## config.mk

```make
export PLATFORM = sky130hd
export DESIGN_NAME = cfg_clear_ctrl
export DESIGN_NICKNAME = d
export VERILOG_FILES = /design/src/rtl/cfg_clr_pkg.sv /design/src/rtl/cfg_clr_addr_gen.sv /design/src/rtl/cfg_clr_timer.sv /design/src/rtl/cfg_clr_fsm.sv /design/src/rtl/cfg_clear_ctrl.sv
export SDC_FILE = /design/constraint.sdc
export NUM_CORES = 1
export LEC_CHECK = 0
export BUFFER_PORTS_ARGS = -buffer_cell sky130_fd_sc_hd__buf_2
export CAP_MARGIN = 25
export CORE_AREA = 8 8 61 63
export CTS_BUF_LIST = sky130_fd_sc_hd__clkbuf_4 sky130_fd_sc_hd__clkbuf_8
export DETAILED_ROUTE_END_ITERATION = 12
export DIE_AREA = 0 0 69 71
export GPL_TIMING_DRIVEN = 0
export PLACE_DENSITY = 0.54
export SLEW_MARGIN = 20
export SYNTH_ARGS = -nofsm -noshare
export SYNTH_HDL_FRONTEND = slang
export SYNTH_HIERARCHICAL = 1
export SYNTH_SLANG_ARGS = --single-unit
export TNS_END_PERCENT = 10
```

## constraint.sdc

```tcl
create_clock -name clk -period 3.1 [get_ports clk]
set_input_delay 0.155 -clock clk [delete_from_list [all_inputs] [get_ports clk]]
set_output_delay 0.155 -clock clk [all_outputs]
set_load 0.05 [all_outputs]
```

## src/rtl/cfg_clr_pkg.sv

```systemverilog
package cfg_clr_pkg;
  typedef enum logic [2:0] {
    ST_CLEAR  = 3'd0,
    ST_FINAL  = 3'd1,
    ST_WAIT   = 3'd2,
    ST_SETTLE = 3'd3,
    ST_SYNC   = 3'd4,
    ST_READY  = 3'd5
  } clr_state_t;

  localparam int unsigned SYNC_EDGES = 2;
endpackage

```

## src/rtl/cfg_clr_addr_gen.sv

```systemverilog
module cfg_clr_addr_gen #(
  parameter int unsigned FRAMES = 8,
  localparam int unsigned AW = (FRAMES > 1) ? $clog2(FRAMES) : 1
) (
  input  logic          clk,
  input  logic          rst_n,
  input  logic          run,
  input  logic          restart,
  output logic [AW-1:0] addr,
  output logic          last
);
  logic [AW-1:0] addr_q;
  logic [AW-1:0] addr_d;

  assign last = (addr_q == AW'(FRAMES - 1));
  assign addr = addr_q;

  always_comb begin
    addr_d = addr_q;
    if (restart) begin
      addr_d = '0;
    end else if (run) begin
      addr_d = last ? '0 : addr_q + 1'b1;
    end
  end

  always_ff @(posedge clk or negedge rst_n) begin
    if (!rst_n) begin
      addr_q <= '0;
    end else begin
      addr_q <= addr_d;
    end
  end
endmodule

```

## src/rtl/cfg_clr_timer.sv

```systemverilog
module cfg_clr_timer #(
  parameter int unsigned LIMIT = 16,
  localparam int unsigned CW = (LIMIT > 1) ? $clog2(LIMIT) : 1
) (
  input  logic clk,
  input  logic rst_n,
  input  logic clr,
  input  logic en,
  output logic done
);
  logic [CW-1:0] cnt_q;
  logic [CW-1:0] cnt_d;

  assign done = en && (cnt_q == CW'(LIMIT - 1));

  always_comb begin
    cnt_d = cnt_q;
    if (clr) begin
      cnt_d = '0;
    end else if (en) begin
      cnt_d = done ? '0 : cnt_q + 1'b1;
    end
  end

  always_ff @(posedge clk or negedge rst_n) begin
    if (!rst_n) begin
      cnt_q <= '0;
    end else begin
      cnt_q <= cnt_d;
    end
  end
endmodule

```

## src/rtl/cfg_clr_fsm.sv

```systemverilog
module cfg_clr_fsm
  import cfg_clr_pkg::*;
#(
  parameter bit IS_MASTER = 1'b1
) (
  input  logic       clk,
  input  logic       rst_n,
  input  logic       program_n,
  input  logic       por_timeout,
  input  logic       init_in,
  input  logic       pass_last,
  input  logic       settle_done,
  input  logic       sync_done,
  output clr_state_t state,
  output logic       clearing,
  output logic       addr_restart,
  output logic       capture
);
  clr_state_t st_q;
  clr_state_t st_d;

  assign state        = st_q;
  assign clearing     = (st_q == ST_CLEAR) || (st_q == ST_FINAL);
  assign addr_restart = !program_n && (st_q != ST_CLEAR);
  assign capture      = (st_q == ST_SYNC) && sync_done && program_n;

  always_comb begin
    st_d = st_q;
    unique case (st_q)
      ST_CLEAR: begin
        if (pass_last && program_n && !por_timeout) begin
          st_d = ST_FINAL;
        end
      end
      ST_FINAL: begin
        if (pass_last) begin
          st_d = ST_WAIT;
        end
      end
      ST_WAIT: begin
        if (init_in) begin
          st_d = IS_MASTER ? ST_SETTLE : ST_SYNC;
        end
      end
      ST_SETTLE: begin
        if (!init_in) begin
          st_d = ST_WAIT;
        end else if (settle_done) begin
          st_d = ST_SYNC;
        end
      end
      ST_SYNC: begin
        if (sync_done) begin
          st_d = ST_READY;
        end
      end
      ST_READY: st_d = ST_READY;
      default:  st_d = ST_CLEAR;
    endcase
    if (!program_n) begin
      st_d = ST_CLEAR;
    end
  end

  always_ff @(posedge clk or negedge rst_n) begin
    if (!rst_n) begin
      st_q <= ST_CLEAR;
    end else begin
      st_q <= st_d;
    end
  end
endmodule

```

## src/rtl/cfg_clear_ctrl.sv

```systemverilog
module cfg_clear_ctrl
  import cfg_clr_pkg::*;
#(
  parameter int unsigned FRAMES     = 8,
  parameter int unsigned SETTLE_CYC = 16,
  parameter bit          IS_MASTER  = 1'b1,
  localparam int unsigned AW = (FRAMES > 1) ? $clog2(FRAMES) : 1
) (
  input  logic          clk,
  input  logic          rst_n,
  input  logic          program_n,
  input  logic          por_timeout,
  input  logic          init_in,
  input  logic [2:0]    mode,
  output logic [AW-1:0] frame_addr,
  output logic          frame_clear_en,
  output logic          init_drive_low,
  output logic [2:0]    mode_latched,
  output logic          cfg_start
);
  clr_state_t state;
  logic       clearing;
  logic       addr_restart;
  logic       capture;
  logic       pass_last;
  logic       settle_done;
  logic       sync_done;
  logic [2:0] mode_q;
  logic [2:0] mode_d;

  cfg_clr_fsm #(.IS_MASTER(IS_MASTER)) u_fsm (
    .clk          (clk),
    .rst_n        (rst_n),
    .program_n    (program_n),
    .por_timeout  (por_timeout),
    .init_in      (init_in),
    .pass_last    (pass_last),
    .settle_done  (settle_done),
    .sync_done    (sync_done),
    .state        (state),
    .clearing     (clearing),
    .addr_restart (addr_restart),
    .capture      (capture)
  );

  cfg_clr_addr_gen #(.FRAMES(FRAMES)) u_addr (
    .clk     (clk),
    .rst_n   (rst_n),
    .run     (clearing),
    .restart (addr_restart),
    .addr    (frame_addr),
    .last    (pass_last)
  );

  generate
    if (IS_MASTER && (SETTLE_CYC > 0)) begin : g_settle
      cfg_clr_timer #(.LIMIT(SETTLE_CYC)) u_settle (
        .clk   (clk),
        .rst_n (rst_n),
        .clr   (state != ST_SETTLE),
        .en    ((state == ST_SETTLE) && init_in),
        .done  (settle_done)
      );
    end else begin : g_no_settle
      assign settle_done = 1'b1;
    end
  endgenerate

  cfg_clr_timer #(.LIMIT(SYNC_EDGES)) u_sync (
    .clk   (clk),
    .rst_n (rst_n),
    .clr   (state != ST_SYNC),
    .en    (state == ST_SYNC),
    .done  (sync_done)
  );

  always_comb begin
    mode_d = mode_q;
    if (capture) begin
      mode_d = mode;
    end
  end

  always_ff @(posedge clk or negedge rst_n) begin
    if (!rst_n) begin
      mode_q <= '0;
    end else begin
      mode_q <= mode_d;
    end
  end

  assign frame_clear_en = clearing;
  assign init_drive_low = clearing || !program_n;
  assign mode_latched   = mode_q;
  assign cfg_start      = (state == ST_READY);
endmodule

```

==> results.tsv, run 1 <==
metric	value	unit
Vias	659	
# hold bufs at CTS	1	
die area	0.00490	mm2
initial antenna violation count	0	
cell taking the most area after synthesis	dfrtp_1	
Cells after Synth	78	
post-placement setup slack	0.972	ns
# DRC	0	
router iterations before antenna repair	4	
CTS tree	yes	
Post-CTS Repair Setup Buffers	0	
Post-synth EDFFs	0	
Clock Latency Late Sink	0.27	ns
largest cells by area after synthesis	dfrtp_1 44%, mux2i_1 6.3%, ha_1 4.7%	
clk sinks	14	
CP Max Fanout	13	
clk root buf	clkbuf_4	
Clock Tree Buf Depth	2	
Power Density	658	mW/mm2
GR Overflow Total	0	
Worst Tran Pin Value	0.638	ns
met1 global-route usage	8.27	%
Syn Std Cell Area	793	um2
largest net degree at the start of global routing	15	
chip width	69	um
final critical-path share of the clock period	68.5	%
Period minus WS final	2.12	ns
clock buffer count from CTS	3	
Ports	17	
Worst setup EP type	flop	
dominant synthesized flop cell	dfrtp_1	
max_slew headroom	57.1	%
share of layout cells above drive strength 1	30.6	%
worst vdd ir	0.539	mV
Final WS setup	0.976	ns
syn avg cell area	10.2	um2
FP Rows	20	
global-route usage over all layers	7.04	%
Clock H-tree levels	1	
Clk pin slew, worst setup/hold paths	0.08	ns
nets	111	
reg2reg setup slack	0.98	ns
unrepaired setup endpoints after global routing	no	
first-pass GRT wire length	2970	um
Final setup violation count	0	
Final ANT Viol Nets	0	
Post-DP HPWL	1280	um
via count of the first global-routing pass	676	
Seq cells post-synth	14	
share of the synthesized area in the top cell type	44.2	%
worst path required time	3.26	ns
M3 GR Usage	2.10	%
Initial Util	27.8	%
DR WL/cell	13.0	um
Setup TNS Final	0	ns
commonest cells in the netlist	14 x dfrtp_1, 8 x nand2_1, 8 x nor2_1	
Critical Path Source Type	flop	
Die Y-Extent	71	um
RD Place Congestion	0.754	
P_leak	0.000437	uW
vias per cell	5.03	
ANT cells	0	
syn nets	89	
max-slew violations	0	
utilization after layout	33.2	%
GR met2 Demand/Resource	11.7	%
register area share after synthesis	44.2	%
CP Class	flop to flop	
P&R area growth vs syn	19.4	%
worst min path class	input port to flop	
Fin. Hold Viols	0	
post-cts gate resize count	0	
IO Port Bufs	16	
outcome	complete, no violations	
post-synth cell types	33	
Max-Cap Viols	0	
core area	0.00285	mm2
Routed WL	1710	um
Worst Path Arrival	2.28	ns
Async SR Flop Fraction	100	%
count leader, synth	dfrtp_1	
Ys Warns	6	
GR peak layer	met2	
Fmax achieved	0.471	GHz
Final Skew	0.00367	ns
DRT iter0 DRCs	11	
-- layout by cell type, fill, tap and decap left out, types with 3 or more instances in the layout --
cell,n
buf_2,16
nand2b_1,3
dfrtp_1,14
ha_1,3
clkbuf_4,3
a21oi_1,4
mux2_2,3
nand2_1,8
nor2_1,8
mux2i_1,5
-- critical path, cell delays in order (launching register included) --
cell     delay [ns]
dfrtp_1        0.51
nor3b_1        0.34
and2_2         0.22
nand2_1        0.05
nor4_1         0.49
mux2_2         0.41
-- final timing paths --
path / from / endpoint / cells past startpoint
worst max-delay path: u_fsm/state[0] / mode_latched[1] / 5
worst min-delay path: mode[0] / mode_latched[0] / 2
worst max register to register: u_fsm/state[0] / mode_latched[1] / 5
worst min register to register: mode_latched[0] / mode_latched[0] / 1
max in group asynchronous: rst_n / g_settle.u_settle/cnt_q[2] / 2
min in group asynchronous: rst_n / u_addr/addr[2] / 2
-- kinds of logic after synthesis --
family | share of synthesized area, %
XOR/XNOR | 2.21
adder cells (fa/ha/maj) | 4.73
AND/OR/NAND/NOR | 27.8
flip-flops | 44.2
buffers and inverters | 1.42
multiplexers | 10.6
AO/OA/AOI/OAI | 9.15
-- report_power, final --
part	total, uW	switching, uW	internal (uW)
logic	267	170	97.1
registers	259	45.7	213
clock network	98.2	53.3	44.9
-- layer usage --
metal / part of all wire, % / up-vias
li1: - / 323
met1: 47 / 327
met2: 49 / 9
met3: 3.9 / 0
met4: 0 / 0
met5: 0 / -
-- layout make-up --
type / count / area [um2]
plain buffers: 1 / 7.51
clock buffers: 3 / 22.5
fillers: 311 / 1910
inverters: 1 / 3.75
multi-input cells: 62 / 432
flip-flops and latches: 14 / 350
well taps: 33 / 41.3
repair buffers: 17 / 90.1
-- metrics by stage --
step | hold slack (ns) | area (um2) | std cells | total power, uW
after floorplan | -0.141 | 793 | 78 | 458
after CTS | 0.0989 | 947 | 131 | 635
after global routing | 0.104 | 947 | 131 | 671
final | 0.112 | 947 | 131 | 624
after global placement | 0.0748 | 915 | 127 | 517
after detailed placement | 0.0836 | 915 | 127 | 530
-- sequential cells by signal, indices dropped and copies added (netlist names) --
signal                   count
u_sync/cnt_q                 1
u_addr/addr                  3
g_settle.u_settle/cnt_q      4
mode_latched                 3
u_fsm/state                  3
No activity file was read; power rests on OpenSTA's default activity.
==> inputs of run 2 (changes only) <==
==> constraint.sdc (replaced) <==
create_clock -name clk -period 2.15 [get_ports clk]
set_input_delay 0.1075 -clock clk [delete_from_list [all_inputs] [get_ports clk]]
set_output_delay 0.1075 -clock clk [all_outputs]
set_load 0.05 [all_outputs]
==> results.tsv, run 2 (synthesized netlist as in run 1, its figures left out) <==
metric	value	unit
Routed WL	1730	um
Power Density	948	mW/mm2
clk root buf	clkbuf_4	
M3 GR Usage	2.10	%
max FFs per register	4	
Clock Latency Late Sink	0.27	ns
Final setup violation count	0	
Final Skew	0.00101	ns
P_leak	0.000437	uW
outcome	complete, no violations	
Initial Util	27.8	%
crit-path max cell delay	0.52	ns
Worst setup EP type	flop	
max_slew headroom	71.7	%
Max-Cap Viols	0	
Clk pin slew, worst setup/hold paths	0.08	ns
P&R area growth vs syn	20.2	%
IO Port Bufs	16	
Fmax achieved	0.511	GHz
CP Max Fanout	13	
CP Class	flop to flop	
worst min path class	input port to flop	
Final ANT Viol Nets	0	
Clock Tree Buf Depth	2	
Worst Path Arrival	2.12	ns
commonest non-fill, non-tap cell in the layout	buf_2	
final critical-path share of the clock period	91.1	%
cell family with most CP delay	simple AND/OR/NAND/NOR gates	
Bufs and invs on worst path	0	
unrepaired setup endpoints after global routing	no	
Setup TNS Final	0	ns
DR WL/cell	13.2	um
max-slew violations	0	
met1 global-route usage	8.27	%
ANT cells	0	
nets	111	
global-route usage over all layers	7.04	%
GR met2 Demand/Resource	11.7	%
FF-to-FF Start	u_fsm/state[0]	
worst hold start	mode[0]	
GR peak layer	met2	
Placed Cells	127	
Critical Path Source Type	flop	
Biggest register	g_settle.u_settle/cnt_q	
DRT iter0 DRCs	9	
Worst setup startpoint	u_fsm/state[0]	
Fin. Hold Viols	0	
non-filler cells, final	131	
critical-path cell list	nor3b_1 > and2_2 > nand2_1 > nor4_2 > mux2_2	
# DRC	0	
die area	0.00490	mm2
Ports	17	
utilization after layout	33.4	%
CTS tree	yes	
initial antenna violation count	0	
router iterations before antenna repair	4	
core area	0.00285	mm2
clk sinks	14	
worst vdd ir	0.777	mV
commonest non-fill, non-tap cells in the layout	16 x buf_2, 14 x dfrtp_1, 8 x nand2_1, 8 x nor2_1, 5 x mux2i_1	
Worst Tran Pin Value	0.422	ns
FP Rows	20	
largest net degree at the start of global routing	15	
first-pass GRT wire length	2970	um
GR Overflow Total	0	
clock buffer count from CTS	3	
chip width	69	um
Tot Pwr	904	uW
CP max stage cell	dfrtp_1	
Vias	664	
share of layout cells above drive strength 1	31.6	%
via count of the first global-routing pass	676	
Clock H-tree levels	1	
vias per cell	5.07	
Post-DP HPWL	1280	um
worst hold margin	0.0625	ns
worst path required time	2.31	ns
Period minus WS final	1.96	ns
Die Y-Extent	71	um
RD Place Congestion	0.754	
-- run 2: cell types whose count changed in the layout (fill, tap and decap cells not counted) --
cell | previous run | this run
nor4_2 | 0 | 1
nor4_1 | 2 | 1
-- run 2: per-stage QoR --
| step | setup slack [ns] | area [um2] |
|---|---|---|
| 3_3_place_gp | 0.0774 | 915 |
| 5_1_grt | 0.0776 | 953 |
| 2_1_floorplan | 0.0550 | 793 |
| 6_report | 0.192 | 953 |
| 3_5_place_dp | 0.0216 | 915 |
| 4_1_cts | 0.0136 | 947 |
-- run 2: timing repair --
action                                  in CTS  in global routing
resized for setup                            0                  1
endpoints found under the hold margin       14                  0
buffers inserted                             0                  0
endpoints found under the setup margin       0                  3
hold buffers                                 1                  0
-- run 2: power breakdown --
part / switching, uW / internal, uW
Clock: 78.8 / 64.8
Combinational: 245 / 140
Sequential: 67.8 / 307
-- run 2: worst reg2reg max path: cells and delay by family, from the launching register on --
kind             cells  cell delay, ns
DFF                  1            0.52
muxes                1            0.39
and+or+nand+nor      4            0.95
-- run 2: final timing paths --
kind,depth (start not counted),slack [ns],endpoint
worst max-delay path,5,0.19,mode_latched[1]
worst min-delay path,2,0.06,mode_latched[0]
worst max register to register,5,0.19,mode_latched[1]
worst min register to register,1,0.51,mode_latched[0]
max in group asynchronous,2,1.64,g_settle.u_settle/cnt_q[2]
min in group asynchronous,2,0.26,u_fsm/state[1]
-- run 2: layer usage --
metal  vias to the layer above  share of wire (%)
met5                         -                  0
met4                         0                  0
met3                         0                4.2
met2                        11                 50
met1                       331                 46
li1                        322                  -
-- run 2: area by class of cell --
| type | count | area [um2] |
|---|---|---|
| Fill cell | 308 | 1900 |
| Multi-Input combinational cell | 62 | 438 |
| Sequential cell | 14 | 350 |
| Timing Repair Buffer | 17 | 90.1 |
| Tap cell | 33 | 41.3 |
| Clock buffer | 3 | 22.5 |
| Buffer | 1 | 7.51 |
| Inverter | 1 | 3.75 |
==> inputs of run 3 (changes only) <==
--- a/config.mk
+++ b/config.mk
@@ -13,6 +13,7 @@
 export DIE_AREA = 0 0 69 71
 export GPL_TIMING_DRIVEN = 0
 export PLACE_DENSITY = 0.54
+export REMOVE_ABC_BUFFERS = 1
 export SLEW_MARGIN = 20
 export SYNTH_ARGS = -nofsm -noshare
 export SYNTH_HDL_FRONTEND = slang
==> constraint.sdc (replaced) <==
create_clock -name clk -period 2.15 [get_ports clk]
set_input_delay 0.5375 -clock clk [delete_from_list [all_inputs] [get_ports clk]]
set_output_delay 0.5375 -clock clk [all_outputs]
set_load 0.05 [all_outputs]
==> results.tsv, run 3 (synthesized netlist as in run 1, its figures left out) <==
metric	value	unit
chip width	69	um
GR Overflow Total	0	
Worst Path Arrival	1.49	ns
Tot Pwr	937	uW
post-placement setup slack	-0.0127	ns
clk sinks	14	
fillers	327	
Initial Util	27.8	%
share of layout cells above drive strength 1	34.0	%
initial antenna violation count	0	
Ports	17	
Clk pin slew, worst setup/hold paths	0.09	ns
sw frac	41.7	%
Fin. Hold Viols	0	
Biggest register	g_settle.u_settle/cnt_q	
clk root buf	clkbuf_4	
DRT iter0 DRCs	6	
Worst setup EP type	output port	
Max-Cap Viols	0	
commonest non-fill, non-tap cell in the layout	buf_2	
RD Place Congestion	0.730	
reg2reg setup slack	0.24	ns
ANT cells	0	
worst hold margin	0.141	ns
sw power	391	uW
P&R area growth vs syn	20.2	%
CP Max Fanout	19	
outcome	complete, no violations	
Die Y-Extent	71	um
Final setup violation count	0	
Final Skew	0.00234	ns
largest net degree at the start of global routing	20	
Clock Latency Late Sink	0.28	ns
# DRC	0	
final instance area	953	um2
final critical-path share of the clock period	94.5	%
first-pass GRT wire length	2820	um
router iterations before antenna repair	4	
worst path required time	1.61	ns
P_leak	0.000434	uW
Final ANT Viol Nets	0	
Vias	627	
Worst Tran Pin Value	0.403	ns
CTS tree	yes	
via count of the first global-routing pass	650	
worst vdd ir	0.818	mV
Final WS setup	0.118	ns
Register Area	352	um2
max FFs per register	4	
Critical Path Source Type	flop	
Comb pwr share	39.5	%
Clock power frac	20.4	%
Routed WL	1650	um
max_slew headroom	72.5	%
Period minus WS final	2.03	ns
die area	0.00490	mm2
Clock H-tree levels	1	
CP Class	flop to output port	
DR WL/cell	12.7	um
area of the multi-input gates	440	um2
max-slew violations	0	
core area	0.00285	mm2
IO Port Bufs	16	
Reg power frac	40.1	%
Fmax achieved	0.492	GHz
worst min path class	input port to async pin	
Placed Instance Area	907	um2
P_int	546	uW
Power Density	983	mW/mm2
vias per cell	4.82	
Clock Tree Buf Depth	2	
FP Rows	20	
nets	109	
clock buffer count from CTS	3	
Post-DP HPWL	1200	um
global-route usage over all layers	6.66	%
commonest non-fill, non-tap cells in the layout	16 x buf_2, 13 x dfrtp_1, 8 x nand2_1	
unrepaired setup endpoints after global routing	no	
-- run 3: cell types whose count changed in the layout (fill, tap and decap cells not counted) --
cell,change
nor2_2,+1
dfrtp_1,-1
dlygate4sd3_1,-1
dfrtp_2,+1
nor2_1,-1
clkbuf_8,+1
buf_4,-1
-- run 3: critical path, cell delays in order (launching register included) --
cell	delay, ns
dfrtp_2	0.54
nor2_2	0.27
nand2b_1	0.14
buf_2	0.26
-- run 3: metrics by stage --
| step | setup TNS, ns | std cells | util, % |
|---|---|---|---|
| finish | 0 | 130 | 33.4 |
| global route | 0 | 130 | 33.4 |
| CTS | -0.0101 | 130 | 33.4 |
| detailed placement | -0.0259 | 126 | 31.8 |
| global placement | 0 | 126 | 31.8 |
| floorplan | -0.315 | 77 | - |
-- run 3: layout make-up --
cell class              count  share of cell area [%]
multi-input cells          62                    46.2
well taps                  33                    4.33
repair buffers             16                    8.40
clock buffers               4                    3.81
flip-flops and latches     14                    36.9
inverters                   1                   0.394
-- run 3: timing repair --
action | in CTS | in global routing
endpoints found under the setup margin | 5 | 4
setup buffers | 0 | 0
hold buffers | 0 | 0
gates resized for setup | 2 | 1
-- run 3: path summary, 6_finish.rpt --
kind                                       from         endpoint  depth (start not counted)
worst max-delay path             u_fsm/state[1]   init_drive_low                          3
worst min-delay path                      rst_n   u_fsm/state[2]                          1
worst max register to register   u_fsm/state[2]  mode_latched[1]                          5
worst min register to register  mode_latched[1]  mode_latched[1]                          1
max in group asynchronous                 rst_n   u_fsm/state[1]                          1
min in group clk                        mode[2]  mode_latched[2]                          2
-- run 3: power groups by stage --
stage | registers, uW | clock network [uW] | logic [uW]
6_report | 376 | 192 | 370
2_1_floorplan | 467 | 0 | 191
3_5_place_dp | 377 | 0 | 373
4_1_cts | 375 | 199 | 375
3_3_place_gp | 376 | 0 | 366
5_1_grt | 387 | 217 | 410
-- run 3: routing by layer --
metal | GRT usage [%] | vias up | share of wire, %
li1 | - | 317 | -
met1 | 7.37 | 296 | 47
met2 | 11.4 | 14 | 47
met3 | 3.50 | 0 | 5.6
met4 | 0.683 | 0 | 0
met5 | 0 | - | 0
